--- config.mk ---
export PLATFORM = sky130hd
export DESIGN_NAME = bwm_top
export DESIGN_NICKNAME = d
export VERILOG_FILES = /design/src/rtl/bwm_pkg.sv /design/src/rtl/bwm_cfg_latch.sv /design/src/rtl/bwm_piece_ctr.sv /design/src/rtl/bwm_lane_mux.sv /design/src/rtl/bwm_top.sv
export SDC_FILE = /design/constraint.sdc
export NUM_CORES = 1
export LEC_CHECK = 0
export ABC_AREA = 1
export CAP_MARGIN = 0
export CORE_MARGIN = 3
export CORE_UTILIZATION = 35
export DETAILED_ROUTE_END_ITERATION = 10
export DONT_BUFFER_PORTS = 1
export GPL_TIMING_DRIVEN = 1
export PLACE_DENSITY = 0.53
export SLEW_MARGIN = 20
export SYNTH_ARGS = -nofsm -noshare
export SYNTH_HDL_FRONTEND = slang
export SYNTH_HIERARCHICAL = 1
export SYNTH_SLANG_ARGS = --single-unit
--- constraint.sdc ---
create_clock -name clk -period 5.2 [get_ports clk]
set_clock_uncertainty 0.1 [all_clocks]
set_input_delay 1.04 -clock clk [delete_from_list [all_inputs] [get_ports clk]]
set_output_delay 1.04 -clock clk [all_outputs]
set_load 0.05 [all_outputs]
--- src/rtl/bwm_pkg.sv ---
package bwm_pkg;
   typedef enum logic [1:0] {
      BW_FULL    = 2'd0,
      BW_HALF    = 2'd1,
      BW_QUARTER = 2'd2
   } bw_mode_t;

   function automatic logic [1:0] last_index(input bw_mode_t m);
      case (m)
         BW_HALF:    return 2'd1;
         BW_QUARTER: return 2'd3;
         default:    return 2'd0;
      endcase
   endfunction
endpackage

--- src/rtl/bwm_cfg_latch.sv ---
module bwm_cfg_latch
   import bwm_pkg::*;
(
   input  logic     clk,
   input  logic     rst_n,
   input  logic     narrow_pin,
   input  logic     byte_pin,
   input  logic     msb_pin,
   output bw_mode_t mode,
   output logic     msb_first
);
   bw_mode_t pin_mode;

   always_comb begin
      if (!narrow_pin)   pin_mode = BW_FULL;
      else if (byte_pin) pin_mode = BW_QUARTER;
      else               pin_mode = BW_HALF;
   end

   // Sample continuously during reset; the value at release is kept.
   always_ff @(posedge clk) begin
      if (!rst_n) begin
         mode      <= pin_mode;
         msb_first <= msb_pin;
      end
   end
endmodule

--- src/rtl/bwm_piece_ctr.sv ---
module bwm_piece_ctr
   import bwm_pkg::*;
(
   input  logic       clk,
   input  logic       rst_n,
   input  bw_mode_t   mode,
   input  logic       advance,
   output logic [1:0] idx,
   output logic       last
);
   assign last = (idx == last_index(mode));

   always_ff @(posedge clk) begin
      if (!rst_n)
         idx <= 2'd0;
      else if (advance)
         idx <= last ? 2'd0 : idx + 2'd1;
   end
endmodule

--- src/rtl/bwm_lane_mux.sv ---
module bwm_lane_mux
   import bwm_pkg::*;
#(
   parameter int WORD_W = 36
) (
   input  logic [WORD_W-1:0] word,
   input  bw_mode_t          mode,
   input  logic              msb_first,
   input  logic [1:0]        idx,
   output logic [WORD_W-1:0] data
);
   localparam int LANES  = 4;
   localparam int LANE_W = WORD_W / LANES;
   localparam int HALF_W = 2 * LANE_W;

   logic [LANE_W-1:0] lane [LANES];
   logic [HALF_W-1:0] half [2];

   genvar g;
   generate
      for (g = 0; g < LANES; g++) begin : g_lane
         assign lane[g] = word[g*LANE_W +: LANE_W];
      end
      for (g = 0; g < 2; g++) begin : g_half
         assign half[g] = word[g*HALF_W +: HALF_W];
      end
   endgenerate

   logic [1:0] q_sel;
   logic       h_sel;
   assign q_sel = msb_first ? (2'd3 - idx) : idx;
   assign h_sel = msb_first ? ~idx[0] : idx[0];

   always_comb begin
      data = '0;
      case (mode)
         BW_HALF:    data[HALF_W-1:0] = half[h_sel];
         BW_QUARTER: data[LANE_W-1:0] = lane[q_sel];
         default:    data = word;
      endcase
   end
endmodule

--- src/rtl/bwm_top.sv ---
module bwm_top
   import bwm_pkg::*;
#(
   parameter int WORD_W = 36
) (
   input  logic              clk,
   input  logic              rst_n,
   input  logic              cfg_narrow,
   input  logic              cfg_byte,
   input  logic              cfg_msb_first,
   input  logic [WORD_W-1:0] fifo_word,
   input  logic              fifo_empty,
   input  logic              rd_en,
   output logic              fifo_pop,
   output logic [WORD_W-1:0] port_data,
   output logic              port_empty
);
   generate
      if (WORD_W % 4 != 0 || WORD_W < 4) begin : g_bad_width
         $error("bwm_top: WORD_W must be a positive multiple of 4");
      end
   endgenerate

   bw_mode_t   cur_mode;
   logic       msb_first;
   logic [1:0] piece_idx;
   logic       piece_last;
   logic       advance;

   assign advance    = rd_en & ~fifo_empty;
   assign fifo_pop   = advance & piece_last;
   assign port_empty = fifo_empty;

   bwm_cfg_latch u_cfg (
      .clk        (clk),
      .rst_n      (rst_n),
      .narrow_pin (cfg_narrow),
      .byte_pin   (cfg_byte),
      .msb_pin    (cfg_msb_first),
      .mode       (cur_mode),
      .msb_first  (msb_first)
   );

   bwm_piece_ctr u_ctr (
      .clk     (clk),
      .rst_n   (rst_n),
      .mode    (cur_mode),
      .advance (advance),
      .idx     (piece_idx),
      .last    (piece_last)
   );

   bwm_lane_mux #(.WORD_W(WORD_W)) u_mux (
      .word      (fifo_word),
      .mode      (cur_mode),
      .msb_first (msb_first),
      .idx       (piece_idx),
      .data      (port_data)
   );
endmodule

* Word level (Yosys, flattened, before mapping) *
Cells that the tools add are included.

storage, ports and cells
  bits in latches = 0
  word-level logic and storage cells = 31
  memory bits (writable) = 0
  memories = 0
  output and inout port bits = 38
  memory bits (read-only) = 0
  bits of input ports = 43
  register bits = 5

cells by class
  multiplexer cells = 14
  div/mod/pow operators = 0
  bitwise gates (word level) = 6
  $add $sub $neg = 2
  eq/ne operators = 3
  $lt $le $gt $ge = 2
  reduce and logical (&&, ||, !) cells = 1
  shifts and indexed selects = 0
  $mul = 0

operator list
  cell                   number
  $mux W18               4
  $pmux W9 S2            2
  $bmux W9 S2            1
  $mux W9                2
  $mux W2                3
  $pmux W2 S2            1
  $ge A3 B3 Y1 const B   1
  $not A2 Y3             1
  $add A2 B1 Y2 const B  1
  $and A1 B1 Y1          2
  $eq A2 B1 Y1 const B   1
  $eq A2 B2 Y1           1
  $eq A2 B2 Y1 const B   1
  $ge A2 B2 Y1 const B   1
  $not A1 Y1             2
  $not A1 Y2             1
  $reduce_or A2 Y1       1
  $sub A2 B2 Y2 const A  1
  $mux W1                1

* Logic depth before layout (Yosys ltp) *
Gate-level depths: netlist of the first run.

  depth in word-level cells = 7
  mapped depth = 10
  depth with buffers taken out = 10

* Modules after synthesis *
The synthesis of the first run kept the hierarchy.

by module, submodules not included
  module         area an instance (um^2)  instances  sequential area each (um^2)  cells each
  bwm_lane_mux   1236.2                   1          0.0                          263
  bwm_piece_ctr  145.1                    1          40.0                         26
  bwm_cfg_latch  111.4                    1          90.1                         8
  bwm_top        31.3                     1          0.0                          6

* Worst setup path before layout of the first run *
Ideal clock, no wire load.

  path type = input-to-output
  start point = input port fifo_word[27]
  end point = output port port_data[0]
  data required time = 4060 ps
  arrival = 1825 ps
  path slack = 2235 ps
  cell stages on the path = 6
  buffers on the path = 0
  path through = inv_1 nand3_1 nand3_1 nand2_1 nand2_1 a21oi_2

between the ends
  cells in the longest elaborated chain, start to end = 4

RTL lines
  item                                         RTL line            text
  start: declaration                           bwm_top.sv:11       input logic [WORD_W-1:0] fifo_word,
  $bmux W9 S2                                  bwm_lane_mux.sv:38  BW_QUARTER: data[LANE_W-1:0] = lane[q_sel];
  $mux W9 (not written as such) (2 in series)  bwm_lane_mux.sv:38
  $pmux W9 S2                                  bwm_lane_mux.sv:36  case (mode)
  end: declaration                             bwm_top.sv:15       output logic [WORD_W-1:0] port_data,

No other way between the ends. The select of a mux whose other input is x is not followed.

* Final worst setup path of the first run *
  start point = register u_cfg.mode[1]
  end point = output port port_data[8]

between the ends
  cells in the longest elaborated chain, start to end = 2
  elaborated cells between the ends (all ways) = 3
  classes of those cells = 2 x eq/ne; 1 x mux

RTL lines
  item                                                 RTL line             text
  start: declaration                                   bwm_cfg_latch.sv:9   output bw_mode_t mode,
  start signal: assignment                             bwm_cfg_latch.sv:23  mode <= pin_mode;
  $eq A2 B2 Y1 / $eq A2 B1 Y1 (equally long branches)  bwm_lane_mux.sv:36
  $pmux W9 S2 *                                        bwm_lane_mux.sv:36

Every way passes the cells marked *; elsewhere a longest branch is shown, timed or not.

==> results of run 1 <==
==> flip-flops by register name, indices dropped and copies added, names as in the netlist <==
register / flops
u_cfg/mode: 2
u_cfg/msb_first: 1
u_ctr/idx: 2
==> final cells by class <==
cell class | instances | area [sq um]
Timing Repair Buffer | 1 | 7.51
Sequential cell | 5 | 130
Inverter | 90 | 343
Tap cell | 50 | 62.6
Fill cell | 505 | 2540
Multi-Input combinational cell | 195 | 961
Clock buffer | 4 | 45.0
==> logic make-up (layout without fill, tap and decap cells) <==
group / count (synthesis) / count (layout) / share of synthesized area [%]
adders and majority gates: 3 / 3 / 2.46
and+or+nand+nor: 171 / 171 / 50.7
DFF: 5 / 5 / 8.54
xor gates and xnor gates: 1 / 1 / 1.07
buffers and inverters: 103 / 95 / 28.4
AOI/OAI and AO/OA: 20 / 20 / 8.78
==> worst max path at each step <==
stage | startpoint | endpoint
detailed placement | u_cfg/mode[1] | port_data[2]
floorplan | fifo_word[27] | port_data[0]
finish | u_cfg/mode[1] | port_data[8]
global route | u_cfg/mode[0] | port_data[6]
CTS | u_cfg/mode[1] | port_data[2]
global placement | u_cfg/mode[1] | port_data[2]
==> power groups by stage <==
stage / registers, W / logic [W] / clock network [W]
floorplan: 0.0000488 / 0.000318 / 0
global placement: 0.0000511 / 0.000341 / 0
detailed placement: 0.0000512 / 0.000342 / 0
CTS: 0.0000506 / 0.000343 / 0.0000718
global route: 0.0000513 / 0.000368 / 0.0000750
finish: 0.0000504 / 0.000339 / 0.0000699
==> placed cells by master, fill, tap and decap left out, drive strengths merged <==
cell     n
nand3b   1
buf      1
dfxtp    2
ha       3
xnor2    1
nand2   95
edfxtp   3
inv     88
a21oi   11
nor2    12
o21ai    9
clkbuf   4
clkinv   2
nand3   63
==> worst register-to-register path, cell delays in order, from the launching register on <==
cell and delay [ns]:
edfxtp_1 0.40, inv_1 0.08, ha_1 0.23, inv_1 0.06
nand2_1 0.04, nand2_1 0.07, nand2_2 0.06, inv_2 0.05
nand2_1 0.04, nand2_1 0.05, inv_1 0.03
==> metal layers <==
layer | vias to the layer above | wire (um) | share of wire (%) | global-route usage [%]
li1 | 884 | - | - | -
met1 | 742 | 1780 | 41 | 19.6
met2 | 56 | 2210 | 51 | 30.7
met3 | 8 | 248 | 5.7 | 1.66
met4 | 0 | 84 | 1.9 | 5.64
met5 | - | 0 | 0 | 0
==> per-stage QoR <==
stage	util [%]	hold WS [ns]	power [W]	worst slack (ns)
after detailed placement	36.8	0.487	0.000393	1.95
after floorplan	-	0.443	0.000366	2.24
after global routing	37.9	0.542	0.000495	1.50
after global placement	36.8	0.482	0.000392	1.98
final	37.9	0.482	0.000460	1.76
after CTS	37.9	0.493	0.000466	1.71
==> flow_metrics.py, run 1 <==
metrics = {
    "run_status": {
        "status": "complete, no violations",
    },
    "synth": {
        "syn_nets": 349,
        "synthTopCellsByCount": "90 x nand2_1, 68 x inv_1, 63 x nand3_1",
        "async_flop_share_pct": 0,
        "ys_seq_elements": 5,
        "synth_area_sq_um": 1520,
        "yosys_warnings": 6,
        "synth_edf_count": 3,
        "yosysSeqAreaShare_pct": 8.54,
        "yosysMostFrequentCell": "nand2_1",
        "syn_inst": 303,
        "yosys-top-cells-area": "nand2_1 22%, nand3_1 21%, inv_1 17%",
        "synth.distinct_cells": 25,
        "synth_top_area_share_pct": 22.2,
        "synth_ff_type": "edfxtp_1",
        "synth_top_cell_by_area": "nand2_1",
        "syn_avg_cell_area_sq_um": 5.03,
    },
    "floorplan": {
        "core_sq_um": 4090,
        "die_area_sq_um": 5180,
        "dieHeight_um": 72.0,
        "initial_core_util_pct": 37.3,
        "ios": 81,
        "rows": 23,
        "dieWidth_um": 72.0,
    },
    "worst_hold_path": {
        "worstHoldStart": "u_ctr/idx[0]",
        "whs_endpoint": "u_ctr/idx[0]",
        "worstHoldPathCells": 2,
        "hold_class": "reg2reg",
    },
    "grt": {
        "grt_pass1_wl_um": 7000,
        "grt_pass1_vias": 1578,
        "grt_max_degree": 29,
        "grt-ovfl-total": 0,
        "antenna_found_initial": 0,
        "gr-usage-all-layers_pct": 16.5,
    },
    "power_and_ir_drop": {
        "power.leakage_nw": 1.03,
        "p_seq_share_pct": 11.0,
        "internal-power_w": 0.000162,
        "power.switching_w": 0.000298,
        "pwr-share-comb_pct": 73.8,
        "switching_share_pct": 64.7,
        "clockPowerShare_pct": 15.2,
        "powerDensity_nw_per_um2": 297,
        "ir_worst_vdd_v": 0.000172,
    },
    "setup_path": {
        "r2r_cells": 10,
        "critPathTopFamily": "buffers and inverters",
        "critical_path_class": "reg2out",
        "critPathBufInv": 2,
        "r2r_setup_slack_ns": 3.88,
        "cp_slowest_stage_delay_ns": 0.54,
        "cp-start-kind": "flip-flop",
        "critPathMaxFanout": 27,
        "crit_slowest_cell": "clkinv_1",
        "end_kind": "output pin",
        "reg2reg_to": "u_ctr/idx[1]",
        "r2r_start": "u_cfg/mode[0]",
        "cp_cell_sequence": "ha_1 > clkinv_1 > nand2_1 > inv_2 > a21oi_2",
        "cp.depth": 5,
        "required_ns": 4.06,
        "arrival_ns": 2.30,
    },
    "sta": {
        "period_needed_ns": 3.44,
        "worst_pin_slew_ns": 0.678,
        "report.final.slew_viol_count": 0,
        "fin_tns_setup_ns": 0,
        "fmax_mhz": 291,
        "finalSetupViolCount": 0,
        "slew_headroom_pct": 54.5,
        "min_period_over_period_pct": 66.1,
        "rsz0062_at_grt": "false",
        "finalHoldViolations": 0,
    },
    "cells_and_area": {
        "area_delta_synth_final_pct": 1.64,
        "nNetsFinal": 342,
        "antennaDiodeCount": 0,
        "fin_area_sq_um": 1550,
        "instances_no_fill": 345,
        "drive_gt1_share_pct": 14.6,
    },
    "routing": {
        "vias": 1690,
        "via_per_inst": 4.90,
        "drt-total-wl_um": 4320,
        "drc": 0,
        "wire_per_inst_um": 12.5,
        "dr.pass1.iters": 7,
        "drt_iter0_drc": 92,
        "postRouteAntennaNets": 0,
    },
    "clock_network": {
        "cts_made_buffers": 3,
        "cts_resized": 0,
        "tritoncts": "done",
        "h-tree-depth": 1,
        "clk_pin_slew_ns": 0.03,
        "clockBufferDepth": 2,
        "cts_num_sinks": 5,
        "holdBufCountCts": 0,
        "insertion_delay_ns": 0.22,
        "post_cts_buffers": 0,
        "clockRootBuffer": "clkbuf_8",
    },
    "job": {
        "cap_violations": 0,
    },
    "placement": {
        "io_buffers": 0,
        "hpwl_um": 3410,
        "dp_cells": 341,
        "place.gp.congestion": 0.794,
        "placed_area_sq_um": 1500,
    },
}
(Power assumes the default switching activity.)
==> run 2, diff against run 1 <==
- PLACE_DENSITY: 0.53 -> 0.55
- clock period: 5.2 -> 3.16 ns (I/O delays scaled with it)
==> run 2 against run 1 <==
  * Total power rose by 89%
  * Global-route usage down 0.80 points
  * Sequential power is 65% higher
  * Clock power increased by 66%
  * Non-clock buffer count rose by 10
  * Flip-flop and latch count did not move
==> flow_metrics.py, run 2 (synthesis gave the netlist of run 1 again) <==
metrics = {
    "run_status": {
        "status": "complete, no violations",
    },
    "routing": {
        "wire_per_inst_um": 12.1,
        "postRouteAntennaNets": 0,
        "drt-total-wl_um": 4280,
        "drc": 0,
        "vias": 1726,
        "drt_iter0_drc": 106,
        "via_per_inst": 4.86,
        "dr.pass1.iters": 4,
    },
    "setup_path": {
        "cp-start-kind": "flip-flop",
        "critPathBufInv": 1,
        "critical_path_class": "reg2out",
        "critPathMaxFanout": 28,
        "crit_path_frequent_cell": "nand2_1",
        "cp_cell_sequence": "nand2_4 > nand2_4 > nand2_1 > nand3_1 > nand2_1 > nand2_1 > a21oi_2 > buf_12",
        "arrival_ns": 1.95,
        "crit_slowest_cell": "edfxtp_1",
        "required_ns": 2.43,
        "critPathTopFamily": "simple AND/OR/NAND/NOR gates",
        "reg2reg_to": "u_ctr/idx[1]",
        "r2r_setup_slack_ns": 1.83,
        "end_kind": "output pin",
        "cp_slowest_stage_delay_ns": 0.52,
        "r2r_start": "u_cfg/mode[0]",
        "r2r_cells": 10,
    },
    "floorplan": {
        "initial_core_util_pct": 37.3,
        "dieWidth_um": 72.0,
        "core_sq_um": 4090,
        "rows": 23,
        "dieHeight_um": 72.0,
        "die_area_sq_um": 5180,
        "ios": 81,
    },
    "worst_hold_path": {
        "worstHoldPathCells": 0,
        "worstHoldStart": "cfg_msb_first",
        "whs_endpoint": "u_cfg/msb_first",
        "hold_class": "in2reg",
    },
    "sta": {
        "worst_pin_slew_ns": 0.655,
        "finalSetupViolCount": 0,
        "rsz0062_at_grt": "false",
        "finalHoldViolations": 0,
        "slew_headroom_pct": 56.3,
        "whs_ns": 0.409,
        "fmax_mhz": 373,
        "report.final.slew_viol_count": 0,
        "min_period_over_period_pct": 84.8,
        "period_needed_ns": 2.68,
        "fin_tns_setup_ns": 0,
    },
    "power_and_ir_drop": {
        "ir_worst_vdd_v": 0.000319,
        "power_w": 0.000870,
        "power.leakage_nw": 1.12,
        "powerDensity_nw_per_um2": 501,
    },
    "clock_network": {
        "cts_made_buffers": 3,
        "clockBufferDepth": 2,
        "h-tree-depth": 1,
        "holdBufCountCts": 0,
        "insertion_delay_ns": 0.22,
        "post_cts_buffers": 0,
        "cts_resized": 0,
        "cts_num_sinks": 5,
        "clockRootBuffer": "clkbuf_8",
        "tritoncts": "done",
        "clk_pin_slew_ns": 0.03,
    },
    "grt": {
        "grt_pass1_wl_um": 6810,
        "antenna_found_initial": 0,
        "grt_max_degree": 29,
        "gr-usage-all-layers_pct": 15.7,
        "grt-ovfl-total": 0,
        "grt_pass1_vias": 1597,
    },
    "cells_and_area": {
        "antennaDiodeCount": 0,
        "nNetsFinal": 352,
        "fill_cells": 463,
        "utilization_pct": 42.5,
        "mostFrequentLayoutCells": "90 x nand2_1, 68 x inv_1, 63 x nand3_1, 20 x inv_2",
        "area_delta_synth_final_pct": 14.0,
        "largest_registers": "u_cfg/mode (2), u_ctr/idx (2), u_cfg/msb_first (1)",
        "final_common_cell": "nand2_1",
        "drive_gt1_share_pct": 17.4,
    },
    "job": {
        "cap_violations": 0,
    },
    "placement": {
        "place.gp.congestion": 0.845,
        "hpwl_um": 3240,
        "io_buffers": 0,
    },
}
==> run 2: layout make-up <==
class	count	area, sq um	share of cell area [%]
Timing Repair Buffer	11	195	11.2
Tap cell	50	62.6	3.60
Clock buffer	4	45.0	2.59
Multi-Input combinational cell	195	961	55.3
Inverter	90	343	19.7
Sequential cell	5	130	7.49
==> run 2: report_power, final <==
part | internal [W] | switching [W] | total (W)
registers | 0.0000749 | 0.00000811 | 0.0000830
clock network | 0.0000864 | 0.0000294 | 0.000116
logic | 0.000196 | 0.000475 | 0.000671
==> run 2: worst max path at each step <==
stage / startpoint / to / slack (ns) / depth (start not counted)
2_1_floorplan: u_cfg/mode[1] / port_data[5] / 0.73 / 8
3_3_place_gp: u_cfg/msb_first / port_data[4] / 0.72 / 8
3_5_place_dp: u_cfg/msb_first / port_data[4] / 0.73 / 8
4_1_cts: u_cfg/msb_first / port_data[4] / 0.47 / 8
5_1_grt: u_cfg/mode[1] / port_data[4] / 0.30 / 7
6_report: u_cfg/msb_first / port_data[4] / 0.48 / 8
==> run 2: worst register-to-register path, delay by kind of cell (launching register included) <==
| kind | cells | cell delay [ns] |
|---|---|---|
| simple gates | 5 | 0.27 |
| buf+inv | 4 | 0.22 |
| flops | 1 | 0.40 |
| fa+ha+maj | 1 | 0.24 |
==> run 2: metal layers <==
layer  global-route usage (%)  part of all wire, %  up-vias
li1                         -                    -      902
met3                     1.94                  8.2        4
met4                     3.34                 0.84        0
met2                     30.9                   52       68
met1                     17.8                   39      752
met5                        0                    0        -
==> run 2: per-stage QoR <==
stage | setup WS [ns] | instance area (sq um) | std cells
floorplan | 0.733 | 1520 | 303
global placement | 0.720 | 1690 | 351
detailed placement | 0.728 | 1690 | 351
CTS | 0.469 | 1740 | 355
global route | 0.302 | 1740 | 355
finish | 0.479 | 1740 | 355
==> run 3, diff against run 2 <==
- PLACE_DENSITY: 0.55 -> 0.53
- clock period: 3.16 -> 2.5 ns (I/O delays scaled with it)
==> run 3 against run 2 <==
  * Flip-flop and latch count unchanged
  * Global-route usage up 1.6 points
  * Non-clock buffer count up 9
  * Sequential share of layout area down 0.50 points
  * Clock-buffer cell count unchanged
  * Highest routed layer unchanged
  * Total power up 33%
  * Via count up 2.5%
  * Design area up 8.2%
  * Core utilization up 3.5 points
  * First-iteration DRC count up 37%
==> flow_metrics.py, run 3 (synthesis gave the netlist of run 1 again) <==
metrics = {
    "run_status": {
        "status": "complete, no violations",
    },
    "sta": {
        "min_period_over_period_pct": 95.7,
        "layout_setup_ws_ns": 0.108,
        "fmax_mhz": 418,
        "period_needed_ns": 2.39,
        "report.final.slew_viol_count": 0,
        "rsz0062_at_grt": "false",
        "worst_pin_slew_ns": 0.453,
        "finalHoldViolations": 0,
        "finalSetupViolCount": 0,
        "fin_tns_setup_ns": 0,
        "whs_ns": 0.278,
        "slew_headroom_pct": 69.8,
    },
    "placement": {
        "io_buffers": 0,
        "placed_area_sq_um": 1780,
        "hpwl_um": 3540,
        "place.gp.congestion": 0.856,
        "place_ws_ns": 0.213,
    },
    "grt": {
        "grt_pass1_vias": 1696,
        "grt_max_degree": 29,
        "grt-ovfl-total": 0,
        "gr-usage-all-layers_pct": 17.3,
        "antenna_found_initial": 0,
        "grt_pass1_wl_um": 7410,
    },
    "power_and_ir_drop": {
        "clockPowerShare_pct": 12.8,
        "power.leakage_nw": 1.18,
        "switching_share_pct": 57.4,
        "powerDensity_nw_per_um2": 615,
        "internal-power_w": 0.000492,
        "ir_worst_vdd_v": 0.000318,
        "pwr-share-comb_pct": 78.2,
        "p_seq_share_pct": 9.0,
        "power.switching_w": 0.000664,
    },
    "floorplan": {
        "dieWidth_um": 72.0,
        "initial_core_util_pct": 37.3,
        "rows": 23,
        "core_sq_um": 4090,
        "ios": 81,
        "die_area_sq_um": 5180,
        "dieHeight_um": 72.0,
    },
    "cells_and_area": {
        "mostFrequentLayoutCells": "88 x nand2_1, 68 x inv_1, 63 x nand3_1, 20 x inv_2, 11 x buf_12",
        "area_delta_synth_final_pct": 23.3,
        "antennaDiodeCount": 0,
        "nNetsFinal": 362,
        "utilization_pct": 46.0,
        "fill_cells": 448,
        "final_common_cell": "nand2_1",
        "drive_gt1_share_pct": 21.3,
        "fin_area_sq_um": 1880,
        "largest_registers": "u_cfg/mode (2), u_ctr/idx (2), u_cfg/msb_first (1)",
    },
    "routing": {
        "dr.pass1.iters": 4,
        "vias": 1770,
        "wire_per_inst_um": 12.5,
        "drc": 0,
        "drt_iter0_drc": 145,
        "postRouteAntennaNets": 0,
        "drt-total-wl_um": 4560,
        "via_per_inst": 4.85,
    },
    "clock_network": {
        "clk_pin_slew_ns": 0.03,
        "h-tree-depth": 1,
        "clockBufferDepth": 2,
        "insertion_delay_ns": 0.22,
        "tritoncts": "done",
        "holdBufCountCts": 0,
        "clockRootBuffer": "clkbuf_8",
        "cts_num_sinks": 5,
        "cts_made_buffers": 3,
    },
    "setup_path": {
        "r2r_start": "u_cfg/mode[1]",
        "startpoint": "u_cfg/mode[1]",
        "critPathMaxFanout": 11,
        "crit_slowest_cell": "edfxtp_1",
        "arrival_ns": 1.79,
        "cp-start-kind": "flip-flop",
        "cp_cell_sequence": "inv_1 > ha_1 > buf_4 > nand2_1 > nand2_1 > o21ai_1 > inv_2",
        "required_ns": 1.90,
        "critical_path_class": "reg2out",
        "cp_slowest_stage_delay_ns": 0.44,
        "crit_path_frequent_cell": "nand2_1",
        "end_kind": "output pin",
    },
    "worst_hold_path": {
        "worstHoldStart": "cfg_msb_first",
        "hold_class": "in2reg",
    },
    "job": {
        "cap_violations": 0,
    },
}
==> run 3: changes by cell type in the layout (fill, tap and decap cells not counted), sizes merged <==
cell	change
buf	+9
nand2	+1
==> run 3: layout make-up <==
type / instances / area [sq um] / area share (%)
multi-input combinational: 196 / 1010 / 53.7
sequential: 5 / 131 / 6.99
tap: 50 / 62.6 / 3.33
timing repair buffer: 20 / 288 / 15.3
inverter: 90 / 343 / 18.2
clock buffer: 4 / 45.0 / 2.40
==> run 3: per-layer routing <==
layer  global-route usage [%]  part of all wire (%)
met1                     19.6                    38
met2                     32.4                    51
met3                     3.05                   8.2
met4                     5.85                   2.4
met5                        0                     0
==> run 3: worst paths after layout <==
kind,endpoint,slack [ns],cells past startpoint
max,port_data[15],0.11,7
min,u_cfg/msb_first,0.28,0
max reg2reg,u_ctr/idx[1],1.14,9
min reg2reg,u_ctr/idx[0],0.44,2
==> run 3: timing repair <==
| action | 4_1_cts | 5_1_grt |
|---|---|---|
| cloned | 0 | 1 |
| buffers inserted | 1 | 0 |
| pin swaps | 0 | 1 |
| resized for setup | 2 | 5 |
| endpoints found under the setup margin | 3 | 9 |
==> run 3: through the flow <==
step                cells  total power, W
floorplan             303        0.000762
global placement      359        0.000990
detailed placement    359        0.000993
CTS                   364         0.00115
global route          365         0.00123
finish                365         0.00116
==> run 3: worst max-delay path: cells and delay by family (launching register included) <==
family | cells | cell delay, ns
AOI/OAI and AO/OA | 1 | 0.08
adders and majority gates | 1 | 0.43
buffers and inverters | 3 | 0.50
DFF | 1 | 0.44
and+or+nand+nor | 2 | 0.14
==> run 3: power by group through the flow <==
| stage | logic [W] | clock network, W | registers, W |
|---|---|---|---|
| 3_3_place_gp | 0.000884 | 0 | 0.000106 |
| 4_1_cts | 0.000895 | 0.000152 | 0.000103 |
| 2_1_floorplan | 0.000661 | 0 | 0.000102 |
| 5_1_grt | 0.000969 | 0.000160 | 0.000106 |
| 3_5_place_dp | 0.000886 | 0 | 0.000106 |
| 6_report | 0.000904 | 0.000149 | 0.000104 |
